`src/rtl/boost_vote_pkg.sv`:
```
package boost_vote_pkg;

  // Deepest adder tree the strobe struct can steer (256 groups).
  localparam int MAX_LEVELS = 8;

  // Per-stage load enables from control to datapath.
  typedef struct packed {
    logic                  lutEn;   // capture table outputs
    logic [MAX_LEVELS-1:0] treeEn;  // bit l loads tree level l+1
    logic                  signEn;  // capture the sign of the total
  } stage_strobe_t;

endpackage

```
`src/rtl/boost_vote_table.sv`:
```
// Constant 16-entry table: entry e is the signed sum of the four group
// weights, each added when bit k of e is 1 and subtracted when it is 0.
module boost_vote_table #(
  parameter int ALPHA_W = 6,
  parameter int ENTRY_W = ALPHA_W + 2,
  parameter logic [4*ALPHA_W-1:0] GROUP_ALPHAS = '0
) (
  input  logic [3:0]                addr,
  output logic signed [ENTRY_W-1:0] entry
);

  function automatic int entryValue(int pattern);
    int s;
    logic signed [ALPHA_W-1:0] a;
    s = 0;
    for (int k = 0; k < 4; k++) begin
      a = GROUP_ALPHAS[k*ALPHA_W +: ALPHA_W];
      if (pattern[k]) s += int'(a);
      else            s -= int'(a);
    end
    return s;
  endfunction

  logic signed [ENTRY_W-1:0] rom [16];

  for (genvar e = 0; e < 16; e++) begin : g_rom
    assign rom[e] = ENTRY_W'(entryValue(e));
  end

  assign entry = rom[addr];

endmodule

```
`src/rtl/boost_vote_ctrl.sv`:
```
// Valid pipeline; issues one load strobe per datapath stage.
module boost_vote_ctrl
  import boost_vote_pkg::*;
#(
  parameter int LEVELS = 2
) (
  input  logic          clk,
  input  logic          rstN,
  input  logic          inValid,
  output stage_strobe_t strobe,
  output logic          outValid
);

  localparam int LATENCY = LEVELS + 2;

  logic [LATENCY-1:0] vPipe;

  always_ff @(posedge clk or negedge rstN) begin
    if (!rstN) vPipe <= '0;
    else       vPipe <= {vPipe[LATENCY-2:0], inValid};
  end

  always_comb begin
    strobe       = '0;
    strobe.lutEn = inValid;
    for (int l = 0; l < LEVELS; l++) strobe.treeEn[l] = vPipe[l];
    strobe.signEn = vPipe[LEVELS];
  end

  assign outValid = vPipe[LATENCY-1];

endmodule

```
`src/rtl/boost_vote_dp.sv`:
```
// Table stage, registered adder tree (one register per level), sign stage.
module boost_vote_dp
  import boost_vote_pkg::*;
#(
  parameter int NUM_WEAK = 10,
  parameter int ALPHA_W  = 6,
  parameter logic [NUM_WEAK*ALPHA_W-1:0] ALPHAS = '0,
  parameter int LEVELS   = 2
) (
  input  logic                clk,
  input  logic                rstN,
  input  stage_strobe_t       strobe,
  input  logic [NUM_WEAK-1:0] decisions,
  output logic                classOut
);

  localparam int ENTRY_W = ALPHA_W + 2;
  localparam int NPAD    = 1 << LEVELS;
  localparam int PADBITS = NPAD*4 - NUM_WEAK;

  function automatic logic [ALPHA_W-1:0] alphaOf(int t);
    if (t >= NUM_WEAK) return '0;
    return ALPHAS[t*ALPHA_W +: ALPHA_W];
  endfunction

  logic [NPAD*4-1:0] decPad;
  if (PADBITS > 0) begin : g_pad
    assign decPad = {{PADBITS{1'b0}}, decisions};
  end else begin : g_nopad
    assign decPad = decisions;
  end

  logic signed [ENTRY_W-1:0] tableOut [NPAD];

  for (genvar g = 0; g < NPAD; g++) begin : g_grp
    boost_vote_table #(
      .ALPHA_W     (ALPHA_W),
      .ENTRY_W     (ENTRY_W),
      .GROUP_ALPHAS({alphaOf(4*g+3), alphaOf(4*g+2), alphaOf(4*g+1), alphaOf(4*g)})
    ) u_tbl (
      .addr (decPad[4*g +: 4]),
      .entry(tableOut[g])
    );
  end

  // Level l holds NPAD>>l partial sums, each ENTRY_W+l bits wide.
  for (genvar l = 0; l <= LEVELS; l++) begin : lvl
    localparam int NODES = NPAD >> l;
    localparam int W     = ENTRY_W + l;
    logic signed [W-1:0] sumQ [NODES];
    if (l == 0) begin : g_leaf
      always_ff @(posedge clk) begin
        if (strobe.lutEn)
          for (int i = 0; i < NODES; i++) sumQ[i] <= tableOut[i];
      end
    end else begin : g_node
      always_ff @(posedge clk) begin
        if (strobe.treeEn[l-1])
          for (int i = 0; i < NODES; i++)
            sumQ[i] <= W'(lvl[l-1].sumQ[2*i]) + W'(lvl[l-1].sumQ[2*i+1]);
      end
    end
  end

  logic signed [ENTRY_W+LEVELS-1:0] total;
  assign total = lvl[LEVELS].sumQ[0];

  always_ff @(posedge clk or negedge rstN) begin
    if (!rstN)              classOut <= 1'b0;
    else if (strobe.signEn) classOut <= ~total[ENTRY_W+LEVELS-1];
  end

  wire unusedTreeEn = ^strobe.treeEn;

endmodule

```
`src/rtl/boost_vote_top.sv`:
```
module boost_vote_top
  import boost_vote_pkg::*;
#(
  parameter int NUM_WEAK = 10,
  parameter int ALPHA_W  = 6,
  parameter logic [NUM_WEAK*ALPHA_W-1:0] ALPHAS = {
    6'(25), 6'(-31), 6'(1), 6'(15), 6'(-9),
    6'(3),  6'(12),  6'(7), 6'(-20), 6'(31)}
) (
  input  logic                clk,
  input  logic                rstN,
  input  logic                inValid,
  input  logic [NUM_WEAK-1:0] inDecisions,
  output logic                outValid,
  output logic                outClass
);

  localparam int GROUPS  = (NUM_WEAK + 3) / 4;
  localparam int LEVELS  = $clog2(GROUPS);
  localparam int LATENCY = LEVELS + 2;

  stage_strobe_t strobe;

  boost_vote_ctrl #(.LEVELS(LEVELS)) u_ctrl (
    .clk     (clk),
    .rstN    (rstN),
    .inValid (inValid),
    .strobe  (strobe),
    .outValid(outValid)
  );

  boost_vote_dp #(
    .NUM_WEAK(NUM_WEAK),
    .ALPHA_W (ALPHA_W),
    .ALPHAS  (ALPHAS),
    .LEVELS  (LEVELS)
  ) u_dp (
    .clk      (clk),
    .rstN     (rstN),
    .strobe   (strobe),
    .decisions(inDecisions),
    .classOut (outClass)
  );

endmodule

```
`config.mk`:
```
export PLATFORM = sky130hd
export DESIGN_NAME = boost_vote_top
export DESIGN_NICKNAME = d
export VERILOG_FILES = /design/src/rtl/boost_vote_pkg.sv /design/src/rtl/boost_vote_table.sv /design/src/rtl/boost_vote_ctrl.sv /design/src/rtl/boost_vote_dp.sv /design/src/rtl/boost_vote_top.sv
export SDC_FILE = /design/constraint.sdc
export NUM_CORES = 1
export LEC_CHECK = 0
export ABC_AREA = 1
export BUFFER_PORTS_ARGS = -buffer_cell sky130_fd_sc_hd__buf_4
export CAP_MARGIN = 20
export CORE_MARGIN = 2
export CORE_UTILIZATION = 56
export CTS_CLUSTER_DIAMETER = 120
export CTS_CLUSTER_SIZE = 12
export DETAILED_ROUTE_END_ITERATION = 10
export PLACE_DENSITY_LB_ADDON = 0.12
export SLEW_MARGIN = 20
export SYNTH_ARGS = -nofsm -noshare
export SYNTH_HDL_FRONTEND = slang
export SYNTH_HIERARCHICAL = 1
export SYNTH_SLANG_ARGS = --single-unit
```
`constraint.sdc`:
```
create_clock -name clk -period 1.45 [get_ports clk]
set_input_delay 0.3625 -clock clk [delete_from_list [all_inputs] [get_ports clk]]
set_output_delay 0.3625 -clock clk [all_outputs]
set_load 0.02 [all_outputs]
```
# ---- Word level (Yosys, flattened, before mapping)
# Memory sizes are Yosys's and may differ from the RTL's.
# Cells that the tools add are included.
dict set report totals {
  regBits 5
  ramBits 60
  rom_bits 384
  inputBits 13
  out_inout_bits 2
  wordCells 30
  n_memories 6
}
# name words width rd rd_ports_with_merged_regs wr line_no
set mem_list {}
lappend mem_list {{(name not given)} 16 8 1 0 0 boost_vote_table.sv:30} ;# assign entry = rom[addr];
lappend mem_list {{(name not given)} 16 8 1 0 0 boost_vote_table.sv:30}
lappend mem_list {{(name not given)} 16 8 1 0 0 boost_vote_table.sv:30}
lappend mem_list {{u_dp.lvl[0].sumQ} 4 8 4 0 4 boost_vote_dp.sv:50} ;# logic signed [W-1:0] sumQ [NODES];
lappend mem_list {{u_dp.lvl[1].sumQ} 2 9 2 0 2 boost_vote_dp.sv:50}
lappend mem_list {{u_dp.lvl[2].sumQ} 1 10 1 0 1 boost_vote_dp.sv:50}
dict set report classes {
  addsub 3
  magnitude_cmp 3
  muxes 12
  bitwise 4
}
# op count
set op_table {}
lappend op_table {{8-bit two-way mux} 6}
lappend op_table {{8-bit by 8-bit adder with 9-bit output} 2}
lappend op_table {{5-bit >= comparator (second input constant)} 3}
lappend op_table {{9-bit by 9-bit adder with 10-bit output} 1}
lappend op_table {{4-bit NOT with 5-bit output} 2}
lappend op_table {{1-bit two-way mux} 6}
lappend op_table {{2-bit NOT with 5-bit output} 1}
lappend op_table {{1-bit NOT} 1}

# ---- Depth between registers and ports, before layout
# Gate-level depths: netlist of run 1.
dict set report depth {
  word_depth 4
  depth_mapped 9
}

# ---- By module
# The synthesis of run 1 kept the hierarchy.
# module instances cells_per_inst area_each_um2 seq_area_each_um2
set modules_own_cells {}
lappend modules_own_cells {boost_vote_dp 1 201 2477.4 1556.5}
lappend modules_own_cells {{boost_vote_table at u_dp.g_grp[0].u_tbl} 1 48 241.5 0.0}
lappend modules_own_cells {{boost_vote_table at u_dp.g_grp[1].u_tbl} 1 32 172.7 0.0}
lappend modules_own_cells {boost_vote_ctrl 1 12 156.4 100.1}
lappend modules_own_cells {{boost_vote_table at u_dp.g_grp[2].u_tbl} 1 12 81.3 0.0}
lappend modules_own_cells {{boost_vote_table at u_dp.g_grp[3].u_tbl} 1 9 63.8 0.0}

# ---- Worst setup path before layout of run 1
# OpenSTA, ideal clock, no wires.
dict set report synth_timing {
  path_kind {reg2reg}
  from {memory u_dp/lvl[0].sumQ[1][0] (netlist bit)}
  to {memory u_dp/lvl[1].sumQ[0][4] (netlist bit) (data pin)}
  setup_ns 0.260
  arrival_time_ns 1.272
  required_ns 1.190
  path_slack_ns -0.082
  stages_incl_launch_ff 6
  n_path_buf 0
  period_less_slack_ns 1.532
  cell_sequence {edfxtp_1 ha_1 fa_1 nand3_1 nand2_1 xor2_1}
}
# element line_no
set synth_lines {}
lappend synth_lines {{from (decl)} boost_vote_dp.sv:50}
lappend synth_lines {{to (decl)} boost_vote_dp.sv:50}

==> results.md, run 1 <==
- From synthesis to final layout, the design area changed by 18.9%.
- VDD sags by at most 0.591 mV.
- Grouping stages by cell kind, the critical path spends the most delay in adder cells.
- Summed over all cells, the static leakage comes to 0.00167 uW.
- Power spread over the standard cell area amounts to 1120 nW/um^2.
- The pin count of the biggest net entering global routing is 34.
- The type of the setup path with the least slack is reg2reg.
- The ratio of cells with drive above 1 in the final layout is 0.268.
- Static timing analysis puts the maximum clock frequency at 645 MHz.
- The die is 78.9 um wide.
- The number of antenna diodes in the final layout is 0.
- In this run the vertical extent of the chip is 78.9 um.
- The final count of negative-setup-slack endpoints is 8.
- The setup skew after layout is 0.00785 ns.
- The count of input and output buffers is 14.
- In this run the clock root is driven by a sky130_fd_sc_hd__clkbuf_8.
- Counting I/O delays and the setup requirement, the final critical path takes 1.55 ns.
- The startpoint identified for the worst register-to-register timing path is u_dp/lvl[0].sumQ[3][0].
- During I/O placement, the number of pins put on the boundary was 15.
- The dominant cell type by count on the critical path is sky130_fd_sc_hd__nand2_1.
- The global-route wire length before repair is 8060 um.
- The max-slew violation count was 0.
- STA classifies the critical path startpoint as a register.
- The clock input transition at the sequential cells of the worst setup and hold paths is 0.10 ns.
- The floorplan has 27 rows.
- Prior to clock tree synthesis, the placed netlist has a worst setup slack of -0.0782 ns.
- The later pin in the worst-skew pair is clocked with a latency of 0.31 ns.
- Setup repair after global routing could not meet its margin everywhere.
- The capturing element type of the critical path is a register.
- The area of the placeable core is 5470 sq um.
- The total number of vias is 2028.
- The weighted congestion at the end of routability-driven global placement is 0.869.
- Counting instances, the worst hold path has a depth of 1.
- The checks that failed: negative setup slack.
- The number of violations of the max-capacitance limit is 0.
- The critical path goes through ha_2, fa_2, nand4_1, nand3_2, nand2_1, nand2_1.
- In this run the most critical hold path is launched from inDecisions[9].
- For this run, the total global-route usage over all layers was measured as 0.166.
- The run finished, with violations left.
- Summed over all layers, the routed wires come to 4940 um.
- After filler insertion, the fill cell instance count of the layout stands at 422.
- TritonCTS created 5 clock buffers.
- Dividing the final minimum period by the clock period gives 1.07.
- After legalization and detailed placement, the total HPWL measured 3550 um.
- The synthesized area per cell is 10.3 sq um.
- Setup slack on the worst reg-to-reg path comes out at -0.10 ns.
- Data arrives at the worst endpoint at 1.62 ns.
- Total power for the finished layout comes to 4180 uW.
- The final global-route overflow total is 0.
- For this run, the post-layout net count is 388.
- Before antenna repair, the detailed router went through 4 iterations.
- The maximum fanout along the worst path is 3.
- The detailed-route wire length per cell is 12.0 um.
- The sum of buffers and inverters on the critical path is 0.
- In this run the worst hold path is classified as in2reg.
- The H-tree generated during clock tree synthesis spans 2 levels.
- The via density per instance is 4.93.
- The post-layout worst setup margin is -0.102 ns.
- The number of antenna violations at the first check in global routing is 0.
- The DRC violation count after routing is 0.
- For this block, the initial DRC count from the detailed router was 69.
- The required time of the critical path is 1.51 ns.
- The endpoint identified for the worst register-to-register timing path is u_dp/lvl[1].sumQ[0][15].
- The instance count of the mapped netlist is 306.
- In this design, the stage delay of the slowest critical-path cell is 0.39 ns.
- For hold timing, the worst endpoint is u_dp/lvl[0].sumQ[2][4].
- TritonCTS built the clock tree.
- The worst-case reg-to-reg path depth is 6.
- The slowest stage of the critical path belongs to the cell sky130_fd_sc_hd__edfxtp_1.
- The count of endpoints failing hold in the final timing report was 0.
- The via count of the first global-routing pass is 1913.
- The tightest hold margin is 0.242 ns.
- The die covers 6220 sq um.
- The cell area that synthesis handed to floorplanning was 3140 sq um.
- CTS saw 56 sinks.
- The count of nets left with antenna violations once routing finished came out at 0.
- The starting density of the core is 0.574.
- The maximum number of buffers from clock root to sink is 2.
- The count of yosys warnings during synthesis is 6.
[stage by stage]
step	std cells	TNS (ns)	area (sq um)	util
final	411	-0.487	3730	0.682
after global routing	411	-1.18	3730	0.682
after CTS	408	-0.377	3580	0.654
after detailed placement	398	-0.438	3360	0.615
after global placement	398	-0.311	3360	0.615
after floorplan	313	0	3180	-
[repair_timing]
action | in CTS | in global routing
endpoints found under the setup margin | 12 | 12
gates resized for setup | 16 | 26
setup buffers | 1 | 3
hold buffers | 1 | 0
pin swaps | 7 | 25
endpoints found under the hold margin | 5 | 0
[metal layers]
metal / part of all wire / wire length, um / up-vias / global-route usage
li1: - / - / 1054 / -
met1: 0.49 / 2410 / 935 / 0.226
met2: 0.46 / 2290 / 30 / 0.266
met3: 0.026 / 128 / 9 / 0.0352
met4: 0.021 / 103 / 0 / 0.0603
met5: 0 / 0 / - / 0
[layout make-up]
| class | instances | area (sq um) | area share |
|---|---|---|---|
| well taps | 72 | 90.1 | 0.0241 |
| repair buffers | 36 | 284 | 0.0761 |
| clock inverters | 3 | 27.5 | 0.00737 |
| clock buffers | 5 | 68.8 | 0.0184 |
| inverters | 37 | 139 | 0.0372 |
| multi-input cells | 202 | 1470 | 0.393 |
| flip-flops and latches | 56 | 1660 | 0.444 |
[registers in the layout (all words and copies together) (netlist names)]
| signal | flops |
|---|---|
| u_dp/lvl.sumQ | 51 |
| u_ctrl/vPipe | 4 |
| u_dp/classOut | 1 |
[cell usage in the layout, fill, tap and decap left out]
cell,n
sky130_fd_sc_hd__nor2_1,8
sky130_fd_sc_hd__nor2_2,2
sky130_fd_sc_hd__ha_1,22
sky130_fd_sc_hd__a21oi_2,6
sky130_fd_sc_hd__inv_1,34
sky130_fd_sc_hd__or2_0,1
sky130_fd_sc_hd__clkinvlp_4,1
sky130_fd_sc_hd__o21ai_1,1
sky130_fd_sc_hd__a21oi_4,2
sky130_fd_sc_hd__nand4_1,5
sky130_fd_sc_hd__nand2_2,7
sky130_fd_sc_hd__conb_1,11
sky130_fd_sc_hd__nand2_1,75
sky130_fd_sc_hd__buf_6,3
sky130_fd_sc_hd__buf_4,32
sky130_fd_sc_hd__dlygate4sd3_1,1
sky130_fd_sc_hd__o21a_1,2
sky130_fd_sc_hd__dfrtp_1,5
sky130_fd_sc_hd__nand3_2,9
sky130_fd_sc_hd__a21oi_1,6
sky130_fd_sc_hd__ha_4,9
sky130_fd_sc_hd__nand3_1,16
sky130_fd_sc_hd__o21ai_0,4
sky130_fd_sc_hd__clkbuf_8,5
sky130_fd_sc_hd__o21ai_2,1
sky130_fd_sc_hd__nand2_4,1
sky130_fd_sc_hd__xor2_1,6
sky130_fd_sc_hd__fa_2,2
sky130_fd_sc_hd__inv_8,1
sky130_fd_sc_hd__inv_2,3
sky130_fd_sc_hd__or2_4,2
sky130_fd_sc_hd__ha_2,4
sky130_fd_sc_hd__edfxtp_1,51
sky130_fd_sc_hd__clkinv_4,1
[worst max-delay path by stage]
stage                                start                 endpoint  cells after the start
finish              u_dp/lvl[0].sumQ[3][0]  u_dp/lvl[1].sumQ[0][15]                      6
global route        u_dp/lvl[0].sumQ[2][0]  u_dp/lvl[1].sumQ[0][15]                      6
CTS                 u_dp/lvl[0].sumQ[3][0]  u_dp/lvl[1].sumQ[0][15]                      6
detailed placement  u_dp/lvl[0].sumQ[3][0]  u_dp/lvl[1].sumQ[0][15]                      6
global placement    u_dp/lvl[0].sumQ[3][0]  u_dp/lvl[1].sumQ[0][15]                      6
floorplan           u_dp/lvl[0].sumQ[1][0]   u_dp/lvl[1].sumQ[0][4]                      5
[report_power, final]
| part | switching, uW | internal, uW | total (uW) |
|---|---|---|---|
| Sequential | 99.6 | 2020 | 2120 |
| Combinational | 622 | 572 | 1190 |
| Clock | 510 | 355 | 865 |
No activity file was read; power rests on OpenSTA's default activity.
==> inputs of run 2 (changes only) <==
Settings changed: CELL_PAD_IN_SITES_DETAIL_PLACEMENT set to 0, CELL_PAD_IN_SITES_GLOBAL_PLACEMENT set to 1, CORE_UTILIZATION 56 to 45, RECOVER_POWER set to 25.
==> run 2 against run 1 <==
Against the previous run: the run still ends with negative setup slack left; clock-buffer cell count did not move; first-iteration DRC count down 7.2%; clock skew down 0.00083 ns; critical path depth is 1 lower; sequential share of layout area fell by 1.1 points; cell count increased by 2.7%; register-to-register slack lost 0.07 ns; sequential cell count is the same; largest power group unchanged.
==> results.md, run 2 (synthesis results as in run 1) <==
- The flow ran to the end, but the final reports show violations.
- The checks that failed: negative setup slack.
- At the later pin of the worst-skew pair, clock insertion delay measures 0.31 ns.
- The number of clock sinks is 56.
- The post-layout worst setup margin is -0.168 ns.
- The switching fraction of total power is 0.286.
- The ratio of cells with drive above 1 in the final layout is 0.275.
- Across every metal layer, demand over resource in global routing totals 0.138.
- The final layout contains 391 nets.
- The combinational fraction of design power is 0.277.
- The register with the most flip-flops is u_dp/lvl.sumQ.
- The detailed-route wire length per cell is 12.2 um.
- Leaving out fill and tap cells, the most frequent cells in the layout are sky130_fd_sc_hd__nand2_1 (72), sky130_fd_sc_hd__edfxtp_1 (51), sky130_fd_sc_hd__inv_1 (35).
- Traced cell by cell, the critical path runs through ha_4, fa_2, buf_4, buf_6, xor2_1.
- The max-slew violation count is 0.
- The repair_antennas step left the layout with diodes totalling 0.
- The area of the placeable core is 6760 sq um.
- The worst-case headroom to the max-slew limit is 0.466.
- The clock network fraction of total power is 0.238.
- The pre-CTS worst setup slack is -0.0734 ns.
- The initial utilization of the core area, before any placement, comes to 0.465.
- The congestion estimate from routability-driven global placement came to 0.780.
- On the worst path, the slowest cell contributes a delay of 0.43 ns.
- STA classifies the critical path endpoint as a register.
- In this run the horizontal extent of the chip is 87.5 um.
- The row count is 30.
- Clock tree synthesis inserted a total of 5 buffers.
- The maximum fanout along the worst path is 3.
- For this run, the share of the core covered by cells in the final layout is 0.567.
- After detailed routing, the total wire length is 5130 um.
- After clock tree synthesis, the clock-pin slew on the worst setup and hold paths is 0.10 ns.
- The number of violations of the max-capacitance limit is 0.
- The first-pass iteration count of the detailed router is 4.
- The pin slew with the least headroom to its limit is 0.802 ns.
- After legalization and detailed placement, the total HPWL measured 3710 um.
- The first global-routing pass estimated 8210 um of wire.
- The clock tree from TritonCTS is done.
- The count of input and output buffers is 14.
- In the routed design, unresolved DRC markers number 0.
- From bottom edge to top edge, the die measures 87.5 um.
- The pin count of the biggest net entering global routing is 34.
- The power spent charging and discharging nets is 1260 uW.
- The number of antenna violations at the first check in global routing is 0.
- The number of top-level pins is 15.
- For this design, the slowest cell found on the critical path is sky130_fd_sc_hd__edfxtp_1.
- The via count of the first global-routing pass is 1797.
- The signed area change from the synthesized netlist to the final layout is 22.0%.
- The worst endpoint data arrival time is 1.69 ns.
- The total number of vias is 1978.
- The total overflow left after global routing is 0.
- The critical path contains buffers and inverters numbering 2 combined.
- The worst setup path is launched from a register.
- The power per standard cell area is 1150 nW/um^2.
- The family with the most delay on the worst path is adder cells.
- The clock passes through at most 2 buffers.
- In the finished design, the share of the clock period the worst path needs comes to 1.12.
- The worst voltage drop across the vdd grid is 0.650 mV.
- The worst hold path class is in2reg.
- The count of endpoints failing hold in the final timing report is 0.
- The DRC violation total after the first TritonRoute iteration is 64.
- Once layout is done, the placed cells without fillers occupy 3830 sq um.
- The register with the most flip-flops in the layout has 51 of them.
- CTS built an H-tree with a depth of 2.
- The via density per instance is 4.69.
- The die covers 7660 sq um.
- The tree is rooted in a sky130_fd_sc_hd__clkbuf_8.
- The critical path is of the reg2reg type.
- The final count of negative-setup-slack endpoints is 8.
- The required time of the critical path is 1.52 ns.
- The largest registers in the layout are u_dp/lvl.sumQ x51, u_ctrl/vPipe x4, u_dp/classOut x1.
- The remaining antenna violation count after routing is 0.
- Setup repair after global routing could not meet its margin everywhere.
- The analysis attributes to cell leakage a power of 0.00169 uW.
- The setup skew after layout is 0.00702 ns.
- The post-detailed-placement cell area is 3400 sq um.
- Cell internal power was estimated by the tool at 3150 uW.
- Of the total power, registers draw 0.485.
- The post-layout minimum cycle time is 1.62 ns.
- The leading cell type in the layout, fill and taps excluded is sky130_fd_sc_hd__nand2_1.
- The maximum clock frequency is 618 MHz.
[run 2: what timing repair did]
action / in CTS / in global routing
setup endpoints to repair: 12 / 12
gates resized for setup: 19 / 33
setup buffers: 2 / 2
endpoints found under the hold margin: 5 / 0
pin swaps: 8 / 36
hold buffers: 1 / 0
[run 2: layout make-up]
type	count	area [sq um]
fillers	589	2920
flip-flops and latches	56	1660
multi-input cells	202	1540
repair buffers	39	279
inverters	37	139
well taps	80	100
clock buffers	5	68.8
clock inverters	3	50.0
[run 2: worst paths after layout]
| kind | start | to | slack (ns) | cells past startpoint |
|---|---|---|---|---|
| worst max-delay path | u_dp/lvl[0].sumQ[0][0] | u_dp/lvl[1].sumQ[0][2] | -0.17 | 5 |
| worst min register to register | u_ctrl/vPipe[1] | u_ctrl/vPipe[2] | 0.40 | 0 |
| worst max register to register | u_dp/lvl[0].sumQ[0][0] | u_dp/lvl[1].sumQ[0][2] | -0.17 | 5 |
| worst min-delay path | inDecisions[9] | u_dp/lvl[0].sumQ[2][4] | 0.28 | 1 |
| max in group asynchronous | rstN | u_ctrl/vPipe[0] | 0.84 | 2 |
| min in group asynchronous | rstN | u_ctrl/vPipe[3] | 0.42 | 2 |
[run 2: metal layers]
layer  global-route usage  part of all wire
met1                0.208              0.52
met2                0.204              0.45
met3               0.0311             0.022
met4               0.0294            0.0082
met5                    0                 0
[run 2: per-stage QoR]
stage / power (uW) / TNS (ns) / instances / hold slack [ns]
2_1_floorplan: 2800 / 0 / 313 / 0.0669
3_3_place_gp: 3120 / -0.365 / 409 / 0.164
4_1_cts: 4290 / -0.325 / 420 / 0.232
6_report: 4420 / -0.657 / 422 / 0.279
5_1_grt: 4700 / -1.39 / 422 / 0.275
3_5_place_dp: 3130 / -0.529 / 409 / 0.166
[run 2: power groups by stage]
stage	combinational, uW	clock (uW)	sequential, uW
2_1_floorplan	673	0	2130
3_3_place_gp	983	0	2140
3_5_place_dp	993	0	2140
4_1_cts	1080	1090	2120
5_1_grt	1390	1140	2170
6_report	1230	1050	2140
==> inputs of run 3 (changes only) <==
Settings changed: ABC_AREA 1 to not set, CORE_UTILIZATION 45 to 47.
==> run 3 against run 2 <==
Against the previous run: the run still ends with negative setup slack left; die area decreased by 6.9%; clock power is 7% lower; global-route usage is 0.20 points lower; wire length is 12% lower; combinational power down 7%; first-iteration DRC count fell by 36%; setup slack got worse by 0.18 ns; fmax decreased by 9.8%; cell count down 18%; sequential cell count is the same; via count shrank 14%; synthesized cell count decreased by 25%; critical path type unchanged.
==> results.md, run 3 <==
- The flow ran to the end, but the final reports show violations.
- The checks that failed: negative setup slack.
- The multi-input combinational cells in the finished layout cover a total of 1330 sq um.
- The first-pass iteration count of the detailed router is 4.
- The floorplan step set the die width to 84.5 um.
- After synthesis the cells add up to 3040 sq um.
- After the last flow step, the layout net total stands at 317.
- The signed area change from the synthesized netlist to the final layout is 16.9%.
- The capturing element type of the critical path is a register.
- Counting I/O delays and the setup requirement, the final critical path takes 1.79 ns.
- The total half-perimeter wirelength after legalization and detailed placement is 3320 um.
- The final route contains 1700 vias.
- The detailed-route wire length per cell is 13.1 um.
- Synthesis handed over a netlist of 230 instances.
- The first global-routing pass estimated 7690 um of wire.
- In this run the standard cell core region covers 6310 sq um.
- The number of violations of the max-capacitance limit is 0.
- The row count is 29.
- In the final layout, the registers with the most flip-flops are u_dp/lvl.sumQ x51, u_ctrl/vPipe x4, u_dp/classOut x1.
- Summing all flip-flop and latch instances after layout gives 1660 sq um.
- The global routing usage summed across all routing layers is 0.136.
- The synthesized area per cell is 13.2 sq um.
- Yosys printed 6 warnings.
- The required time of the critical path is 1.51 ns.
- The register with the most flip-flops in the final layout is u_dp/lvl.sumQ.
- The filler cells instantiated in the layout total 541.
- The origin of the critical flop-to-flop path is u_dp/lvl[0].sumQ[0][0].
- The pre-CTS worst setup slack is -0.322 ns.
- Measured against its own limit, the worst slew margin works out to 0.480.
- The ratio of cells with drive above 1 in the final layout is 0.291.
- By startpoint and endpoint, the worst setup path is classified as reg2reg.
- In this run the deepest clock path goes through 2 buffers.
- The aggregate negative setup slack is -2.15 ns.
- Wires add up to 4500 um.
- The number of inserted diodes is 0.
- The detailed router finished its first iteration with 41 violations.
- The worst hold path class is in2reg.
- Input and output buffers added on the ports amount to 14.
- The die is 84.5 um tall.
- The H-tree was split into 2 levels.
- The count of endpoints failing hold in the final timing report came to 0.
- The pin count of the biggest net entering global routing is 34.
- The final global-route overflow total is 0.
- The remaining antenna violation count after routing is 0.
- Derived from the worst setup path, the maximum achievable clock frequency is 557 MHz.
- The end of the critical path is u_dp/lvl[1].sumQ[0][4].
- The clock reaches the later pin of the worst-skew pair after 0.31 ns.
- The die covers 7130 sq um.
- The critical register-to-register path endpoint is u_dp/lvl[1].sumQ[0][4].
- In the routed design, unresolved DRC markers number 0.
- In the layout the commonest cells are sky130_fd_sc_hd__edfxtp_1 (51), sky130_fd_sc_hd__buf_4 (32), sky130_fd_sc_hd__ha_1 (29).
- The launching element of the worst setup path is u_dp/lvl[0].sumQ[0][0].
- The max-slew violation count is 0.
- Setup repair after global routing could not meet its margin everywhere.
- After detailed routing, the number of vias per cell comes to 4.93.
- The number of clock sinks is 56.
- For the pin with the worst max-slew slack, the measured transition is 0.780 ns.
- The leakage power figure is 0.00144 uW.
- TritonCTS created 5 clock buffers.
- The via count of the first global-routing pass was 1700.
- The cell sitting at the root of the clock tree is a sky130_fd_sc_hd__clkbuf_8.
- The startpoint kind of the worst setup timing path is a register.
- The initial utilization of the core area, before any placement, comes to 0.482.
- The setup check on the worst reg-to-reg path leaves a slack of -0.34 ns.
- IR analysis of the VDD net gives a maximum drop of 0.583 mV.
- Final hold analysis gives a worst-case slack of 0.323 ns.
- The clock input transition at the sequential cells of the worst setup and hold paths is 0.09 ns.
- Data arrives at the worst endpoint at 1.86 ns.
- The power per standard cell area is 1200 nW/um^2.
- The register with the most flip-flops in the layout has 51 of them.
- After layout, the worst setup slack is -0.345 ns.
- For the final database, setup skew stands at 0.0150 ns.
- The library cell used most frequently in the layout, excluding fill and tap cells, is sky130_fd_sc_hd__edfxtp_1.
- The clock tree from TritonCTS is done.
- The maximum fanout along the worst path is 2.
- Of the available clock period, the critical path in the final layout requires 1.24.
- At the end of routability-driven placement, the weighted congestion stood at 0.774.
- The number of antenna violations at the first check in global routing is 0.
- The final count of negative-setup-slack endpoints is 13.
- Pin placement for this block handled 15 I/O pins.
- The number of cells on the worst reg-to-reg path is 7.
[run 3: cell count changes in the layout (fill, tap and decap cells not counted), sizes merged, moves of 5 or more]
cell    before  now
a211oi       0    6
nand3       25    4
nand2       83    7
o21ai        6   11
xnor2        0   11
inv         39   16
[run 3: worst max-delay path, cell delays in order, from the launching register on]
cell and delay [ns]:
sky130_fd_sc_hd__edfxtp_1 0.38, sky130_fd_sc_hd__ha_2 0.21, sky130_fd_sc_hd__fa_2 0.37, sky130_fd_sc_hd__buf_4 0.14
sky130_fd_sc_hd__buf_6 0.10, sky130_fd_sc_hd__a21o_1 0.16, sky130_fd_sc_hd__a21oi_2 0.14, sky130_fd_sc_hd__xnor2_1 0.07
[run 3: through the flow]
step,cells,power (uW),utilization,instance area (sq um)
6_report,345,4260,0.563,3560
5_1_grt,345,4520,0.563,3560
4_1_cts,344,4220,0.553,3490
3_5_place_dp,335,3190,0.530,3350
3_3_place_gp,335,3180,0.530,3350
2_1_floorplan,237,2860,-,3100
[run 3: area by class of cell]
type,count,area share
inverters,16,0.0169
flip-flops and latches,56,0.466
well taps,77,0.0271
multi-input cells,145,0.374
clock inverters,2,0.00985
repair buffers,43,0.0859
clock buffers,6,0.0204
[run 3: repair_timing]
item,4_1_cts,5_1_grt
setup buffers,0,1
resized for setup,10,13
cloned,0,0
pin swaps,11,7
setup endpoints to repair,15,15
endpoints found under the hold margin,5,0
hold buffers,1,0
[run 3: worst min path at each step]
| stage | from | to | slack [ns] | cells past startpoint |
|---|---|---|---|---|
| final | inDecisions[9] | u_dp/lvl[0].sumQ[2][5] | 0.32 | 1 |
| after global routing | inDecisions[9] | u_dp/lvl[0].sumQ[2][5] | 0.34 | 1 |
| after CTS | inDecisions[9] | u_dp/lvl[0].sumQ[2][4] | 0.24 | 1 |
| after detailed placement | rstN | u_ctrl/vPipe[3] | 0.17 | 1 |
| after global placement | rstN | u_ctrl/vPipe[3] | 0.16 | 1 |
| after floorplan | rstN | u_ctrl/vPipe[0] | 0.07 | 0 |
[run 3: where the power goes]
group          total (uW)  switching, uW  internal, uW
Clock                 978            465           513
Sequential           2140           96.8          2040
Combinational        1140            553           590
[run 3: routing by layer]
metal / wire length, um / GRT usage / up-vias
met5: 0 / 0 / -
met4: 73 / 0.0519 / 0
met3: 88 / 0.0295 / 6
met2: 2170 / 0.214 / 14
met1: 2180 / 0.185 / 795
li1: - / - / 885
